## config.mk

```make
export PLATFORM = sky130hd
export DESIGN_NAME = conv_sched
export DESIGN_NICKNAME = d
export VERILOG_FILES = /design/src/rtl/conv_sched_pkg.sv /design/src/rtl/cs_edge_sync.sv /design/src/rtl/cs_period_timer.sv /design/src/rtl/cs_adc_model.sv /design/src/rtl/conv_sched.sv
export SDC_FILE = /design/constraint.sdc
export NUM_CORES = 1
export LEC_CHECK = 0
export ABC_AREA = 0
export BUFFER_PORTS_ARGS = -buffer_cell sky130_fd_sc_hd__clkbuf_2
export CORE_ASPECT_RATIO = 1.25
export CORE_MARGIN = 8
export CORE_UTILIZATION = 49
export CTS_CLUSTER_DIAMETER = 120
export DETAILED_ROUTE_END_ITERATION = 16
export GPL_TIMING_DRIVEN = 0
export PLACE_DENSITY_LB_ADDON = 0.08
export SYNTH_ARGS = -nofsm -noshare
export SYNTH_HDL_FRONTEND = slang
export SYNTH_SLANG_ARGS = --single-unit
export TNS_END_PERCENT = 5
```

## constraint.sdc

```tcl
create_clock -name clk -period 1.6 [get_ports clk]
set_input_delay 0.08 -clock clk [delete_from_list [all_inputs] [get_ports clk]]
set_output_delay 0.08 -clock clk [all_outputs]
set_load 0.03 [all_outputs]
```

## src/rtl/conv_sched_pkg.sv

```systemverilog
package conv_sched_pkg;
  localparam int MODE_BIT  = 7;
  localparam int TEST_BIT  = 6;
  localparam logic [7:0] KEEP_MASK = 8'hC0;
  localparam int RES_W     = 10;
endpackage

```

## src/rtl/cs_edge_sync.sv

```systemverilog
module cs_edge_sync (
  input  logic clk,
  input  logic rst_n,
  input  logic async_in,
  output logic rise
);
  logic [2:0] sh_q;
  logic [2:0] sh_d;

  always_comb begin
    sh_d = {sh_q[1:0], async_in};
  end

  always_ff @(posedge clk or negedge rst_n) begin
    if (!rst_n) sh_q <= '0;
    else        sh_q <= sh_d;
  end

  assign rise = sh_q[1] & ~sh_q[2];


  single_rise_chk: assert property (@(posedge clk) disable iff (!rst_n)
    rise |=> !rise);
endmodule

```

## src/rtl/cs_period_timer.sv

```systemverilog
module cs_period_timer #(
  parameter int PERIOD_CYC = 35500
) (
  input  logic clk,
  input  logic rst_n,
  input  logic run,
  output logic tick
);
  localparam int W = $clog2(PERIOD_CYC + 1);
  localparam logic [W-1:0] LAST = W'(PERIOD_CYC - 1);

  logic [W-1:0] cnt_q;
  logic [W-1:0] cnt_d;

  always_comb begin
    if (!run)              cnt_d = '0;
    else if (cnt_q == LAST) cnt_d = '0;
    else                   cnt_d = cnt_q + 1'b1;
  end

  always_ff @(posedge clk or negedge rst_n) begin
    if (!rst_n) cnt_q <= '0;
    else        cnt_q <= cnt_d;
  end

  assign tick = run && (cnt_q == LAST);


  no_overflow_chk: assert property (@(posedge clk) disable iff (!rst_n)
    cnt_q <= LAST);

  wrap_after_tick_chk: assert property (@(posedge clk) disable iff (!rst_n)
    tick |=> cnt_q == '0);
endmodule

```

## src/rtl/cs_adc_model.sv

```systemverilog
module cs_adc_model #(
  parameter int CONV_CYC = 40,
  parameter int RES_W    = 10
) (
  input  logic             clk,
  input  logic             rst_n,
  input  logic             start,
  input  logic             abort,
  input  logic [RES_W-1:0] ain,
  output logic             done,
  output logic [RES_W-1:0] data
);
  localparam int W = $clog2(CONV_CYC + 1);
  localparam logic [W-1:0] LAST = W'(CONV_CYC - 1);

  logic             run_q, run_d;
  logic [W-1:0]     cnt_q, cnt_d;
  logic             done_q, done_d;
  logic [RES_W-1:0] data_q, data_d;

  always_comb begin
    run_d  = run_q;
    cnt_d  = cnt_q;
    done_d = 1'b0;
    data_d = data_q;
    if (abort) begin
      run_d = 1'b0;
    end else if (start) begin
      run_d  = 1'b1;
      cnt_d  = '0;
      data_d = ain;
    end else if (run_q) begin
      if (cnt_q == LAST) begin
        run_d  = 1'b0;
        done_d = 1'b1;
      end else begin
        cnt_d = cnt_q + 1'b1;
      end
    end
  end

  always_ff @(posedge clk or negedge rst_n) begin
    if (!rst_n) begin
      run_q  <= 1'b0;
      cnt_q  <= '0;
      done_q <= 1'b0;
      data_q <= '0;
    end else begin
      run_q  <= run_d;
      cnt_q  <= cnt_d;
      done_q <= done_d;
      data_q <= data_d;
    end
  end

  assign done = done_q;
  assign data = data_q;


  done_once_chk: assert property (@(posedge clk) disable iff (!rst_n)
    done_q |=> !done_q);

  cnt_bound_chk: assert property (@(posedge clk) disable iff (!rst_n)
    run_q |-> cnt_q <= LAST);
endmodule

```

## src/rtl/conv_sched.sv

```systemverilog
module conv_sched
  import conv_sched_pkg::*;
#(
  parameter int CLK_MHZ   = 100,
  parameter int PERIOD_US = 355,
  parameter int CONV_CYC  = 40
) (
  input  logic             clk,
  input  logic             rst_n,
  input  logic             cfg_we,
  input  logic [7:0]       cfg_wdata,
  output logic [7:0]       cfg_rdata,
  output logic             filt_en,
  input  logic             ext_cnv,
  input  logic             bus_active,
  input  logic [RES_W-1:0] ain,
  output logic             conv_start,
  output logic             conv_abort,
  output logic             busy,
  output logic [RES_W-1:0] result
);
  localparam int PERIOD_CYC = CLK_MHZ * PERIOD_US;

  // reset: asserted asynchronously, released on the clock
  logic [1:0] rst_sync_q;
  logic       rst_n_i;

  always_ff @(posedge clk or negedge rst_n) begin
    if (!rst_n) rst_sync_q <= 2'b00;
    else        rst_sync_q <= {rst_sync_q[0], 1'b1};
  end
  assign rst_n_i = rst_sync_q[1];

  // mode register
  logic [7:0] cfg_q, cfg_d;
  logic       trig_mode;

  always_comb begin
    cfg_d = cfg_q;
    if (cfg_we) cfg_d = cfg_wdata & KEEP_MASK;
  end

  always_ff @(posedge clk or negedge rst_n_i) begin
    if (!rst_n_i) cfg_q <= 8'h00;
    else          cfg_q <= cfg_d;
  end

  assign trig_mode = cfg_q[MODE_BIT];
  assign cfg_rdata = cfg_q;
  assign filt_en   = ~cfg_q[TEST_BIT];

  // launch sources
  logic tick, ext_rise;

  cs_period_timer #(.PERIOD_CYC(PERIOD_CYC)) timer_i (
    .clk  (clk),
    .rst_n(rst_n_i),
    .run  (~trig_mode),
    .tick (tick)
  );

  cs_edge_sync sync_i (
    .clk     (clk),
    .rst_n   (rst_n_i),
    .async_in(ext_cnv),
    .rise    (ext_rise)
  );

  // scheduling control
  logic             busy_q, busy_d;
  logic             pend_q, pend_d;
  logic             start_q, abort_q;
  logic             req_c, start_c, abort_c;
  logic             adc_done;
  logic [RES_W-1:0] adc_data;
  logic [RES_W-1:0] res_q, res_d;

  always_comb begin
    req_c   = ~busy_q & (trig_mode ? ext_rise : tick);
    start_c = (pend_q | req_c) & ~bus_active & ~busy_q;
    abort_c = busy_q & bus_active;

    pend_d = pend_q;
    if (start_c)     pend_d = 1'b0;
    else if (abort_c) pend_d = 1'b1;
    else if (req_c)   pend_d = 1'b1;

    busy_d = busy_q;
    if (start_c)                 busy_d = 1'b1;
    else if (abort_c || adc_done) busy_d = 1'b0;

    res_d = res_q;
    if (adc_done && !abort_c) res_d = adc_data;
  end

  always_ff @(posedge clk or negedge rst_n_i) begin
    if (!rst_n_i) begin
      busy_q  <= 1'b0;
      pend_q  <= 1'b0;
      start_q <= 1'b0;
      abort_q <= 1'b0;
      res_q   <= '0;
    end else begin
      busy_q  <= busy_d;
      pend_q  <= pend_d;
      start_q <= start_c;
      abort_q <= abort_c;
      res_q   <= res_d;
    end
  end

  cs_adc_model #(.CONV_CYC(CONV_CYC), .RES_W(RES_W)) adc_i (
    .clk  (clk),
    .rst_n(rst_n_i),
    .start(start_c),
    .abort(abort_c),
    .ain  (ain),
    .done (adc_done),
    .data (adc_data)
  );

  assign conv_start = start_q;
  assign conv_abort = abort_q;
  assign busy       = busy_q;
  assign result     = res_q;


  start_busy_chk: assert property (@(posedge clk) disable iff (!rst_n_i)
    conv_start |-> busy);

  abort_drop_chk: assert property (@(posedge clk) disable iff (!rst_n_i)
    (busy_q && bus_active) |=> (conv_abort && !busy));

  no_start_on_bus_chk: assert property (@(posedge clk) disable iff (!rst_n_i)
    conv_start |-> !$past(bus_active));

  res_hold_chk: assert property (@(posedge clk) disable iff (!rst_n_i)
    !adc_done |=> $stable(result));
endmodule

```

==> impl_metrics.ini <==
[die]
die_w_um = 78.6
io_pins = 45
dieArea_um2 = 7420
initial_core_util_pct = 50.8
num_rows = 28
coreArea_um2 = 4730
die_h_um = 94.3

[synth]
synth_top_cell_by_area = dfrtp_1
synth.area.top_cells = dfrtp_1 (57%), mux2_4 (6.2%), mux2_2 (4.7%), nor2_1 (3.6%), xnor2_1 (3.3%)
synth-async-reset-ratio_pct = 100
synth_ff_type = dfrtp_1
seq_area_frac_synth_pct = 57.3
synth_top_cell_area_share_pct = 57.3
synth_warnings = 0
synthesis.area_um2 = 2400
ys_types = 39
synth_edf_count = 0
ys_seq_elements = 55
syn_avg_cell_area_um2 = 12.2
syn_inst = 197

[critical_path]
critPathMaxStageDelay_ns = 0.51
end_kind = flip-flop
cp_slowest_cell = or4_4
start_kind = flip-flop
crit_path_max_fanout = 5
r2r_slack_ns = -0.80
setup.worst_path.end = adc_i.data[9]
crit_required_ns = 1.78
ff2ff_path_depth = 6
path_buf_inv = 1
crit_type = reg2reg
path_cells = ha_4 > or4bb_4 > or4_4 > a31oi_4 > clkbuf_16 > mux2_4
crit_start = timer_i.cnt_q[0]
cp_num_cells = 6
worstReg2RegStart = timer_i.cnt_q[0]
cp_top_family = simple AND/OR/NAND/NOR gates
cp.arrival_ns = 2.59
timing.rr.end = adc_i.data[9]

[routing]
first_pass_iters = 4
vias = 1636
wl_per_cell_um = 14.5
wirelength_um = 4680
ant_nets = 0
drc_errors = 0
viasPerCell = 5.07
drt-initial-drc-count = 66

[clock_tree]
cts_max_level = 2
clock-sinks = 55
clockBufferDepth = 2
clk_pin_slew_worst_paths_ns = 0.09
cts_tree = built
root_buffer = clkbuf_8
clock_latency_ns = 0.30
cts_buffers = 5

[worst_hold_path]
hold_class = in2reg
hold_depth = 2

[placed_design]
place_area_um2 = 2680
place_congestion = 0.797
portBuffers = 32
dpl.hpwl_um = 3180

[sta]
worst_slack_ns = -0.803
rsz0062_at_grt = true
finalCritPeriodShare_pct = 150
worstMarginPinSlew_ns = 0.622
fin_crit_ns = 2.40
maxSlewViolCount = 0
setup-violations-final = 37
clock_skew_ns = 0.00477
tns_ns = -19.42
whs_ns = 0.0121
slew_headroom_pct = 58.5
hold_violations = 0
clock.fmax_mhz = 416

[power_and_ir_drop]
sequentialPowerShare_pct = 54.5
p_total_mw = 3.32
pwr-share-comb_pct = 24.2
swShare_pct = 28.4
p_switching_uw = 944
p_per_area_nw_per_um2 = 1110
peakVddDrop_mv = 0.689
power_frac_clock_pct = 21.3
p_leak_nw = 1.44
p_int_mw = 2.38

[final_layout]
fillers = 403
fin_area_um2 = 2990
num_antenna_cells = 0
drive_gt1_share_pct = 34.2
nNetsFinal = 287
multi_input_area_um2 = 978
area_growth_pct = 24.2
final_util_pct = 63.1
seq_area_um2 = 1380

[outcome]
status = finished with violations
violations = setup timing

[global_route]
grt_usage_pct = 13.2
grt_pass1_vias = 1660
grt_max_degree = 28
overflow = 0
grt_pass1_wl_um = 7800
antenna_found_initial = 0

[job]
drv_cap = 0
==> state kept, by name, indices dropped and copies added (netlist names) <==
signal	count
rst_sync_q	2
result	10
pend_q	1
cfg_rdata	2
sync_i.sh_q	3
conv_abort	1
busy	1
adc_i.done	1
conv_start	1
adc_i.data	10
adc_i.cnt_q	6
timer_i.cnt_q	16
adc_i.run_q	1
==> power groups by stage <==
stage	clock (mW)	combinational, mW	sequential (mW)
final	0.707	0.804	1.81
after global routing	0.797	0.876	1.85
after floorplan	0	0.515	1.84
after CTS	0.748	0.787	1.81
after global placement	0	0.665	1.84
after detailed placement	0	0.691	1.84
==> layout by cell type (no fill, tap or decap), types with 2 or more instances in the layout <==
cell type      synthesis  final
a211oi_1               2      2
a21oi_1                4      4
buf_4                  6     18
clkbuf_1               3      3
clkbuf_2               0     33
clkbuf_8               0      6
conb_1                 2      7
dfrtp_1               55     53
dfrtp_2                0      2
dlygate4sd3_1          0      7
inv_1                  5      5
mux2_2                10     10
mux2_4                10     10
nand2_1               11     11
nand2b_1               3      3
nand3_1                6      6
nand4_1                7      7
nor2_1                23     23
nor3_1                 4      4
nor4_1                 5      5
o21ai_0                3      3
or3_1                  2      2
xnor2_1                9      9
xor2_1                 7      7
==> worst register-to-register path: cells and delay by family, from the launching register on <==
| kind | cells | cell delay, ns |
|---|---|---|
| flip-flops | 1 | 0.41 |
| adder cells (fa/ha/maj) | 1 | 0.15 |
| buffers and inverters | 1 | 0.21 |
| multiplexers | 1 | 0.29 |
| AO/OA/AOI/OAI | 1 | 0.27 |
| AND/OR/NAND/NOR | 2 | 0.97 |
==> how the worst min path moves through the flow <==
stage | start | to | slack, ns
after CTS | ain[9] | adc_i.data[9] | 0.002
after floorplan | rst_n | rst_sync_q[0] | -0.22
after global placement | rst_n | rst_sync_q[1] | -0.13
after detailed placement | rst_n | rst_sync_q[0] | -0.13
final | ain[5] | adc_i.data[5] | 0.01
after global routing | ain[2] | adc_i.data[2] | 0.002
==> metrics by stage <==
step / setup WS [ns] / cells
after floorplan: -0.686 / 202
after CTS: -0.833 / 320
after global placement: -0.977 / 294
after detailed placement: -0.998 / 295
after global routing: -0.846 / 323
final: -0.803 / 323
==> area by class of cell <==
| class | instances | area share (%) |
|---|---|---|
| plain buffers | 11 | 2.93 |
| clock buffers | 7 | 2.56 |
| clock inverters | 1 | 0.168 |
| inverters | 5 | 0.629 |
| multi-input cells | 131 | 32.8 |
| flip-flops and latches | 55 | 46.2 |
| well taps | 60 | 2.51 |
| repair buffers | 53 | 12.2 |
==> cells in the mapped netlist (3+ instances only) <==
| cell type | number |
|---|---|
| nand3_1 | 6 |
| nand4_1 | 7 |
| xor2_1 | 7 |
| buf_4 | 6 |
| nand2b_1 | 3 |
| mux2_2 | 10 |
| clkbuf_1 | 3 |
| inv_1 | 5 |
| nor4_1 | 5 |
| nand2_1 | 11 |
| nor2_1 | 23 |
| xnor2_1 | 9 |
| a21oi_1 | 4 |
| dfrtp_1 | 55 |
| nor3_1 | 4 |
| o21ai_0 | 3 |
| mux2_4 | 10 |
==> layer usage <==
| metal | GRT usage, % | routed length [um] | vias up |
|---|---|---|---|
| met5 | 0 | 0 | - |
| met4 | 4.33 | 62 | 0 |
| met3 | 3.83 | 177 | 6 |
| met2 | 23.9 | 2510 | 28 |
| met1 | 14.3 | 1930 | 804 |
| li1 | - | - | 798 |
==> cell families (layout without fill, tap and decap cells) <==
kind of cell / count (synthesis) / count (layout) / share of synthesized area, %
AND/OR/NAND/NOR: 70 / 70 / 15.3
flip-flops: 55 / 55 / 57.3
multiplexers: 21 / 21 / 11.3
XOR/XNOR: 16 / 16 / 5.83
buffers and inverters: 16 / 77 / 3.96
AO/OA/AOI/OAI: 15 / 15 / 5.00
adder cells (fa/ha/maj): 2 / 2 / 1.04
other: 2 / 7 / 0.312
==> timing repair <==
action	CTS	global route
hold endpoints to repair	6	0
hold buffers	7	0
buffers inserted	9	3
pin swaps	4	2
setup endpoints to repair	47	37
gates cloned	1	0
resized for setup	9	1
Power figures use the tool's default switching activity.
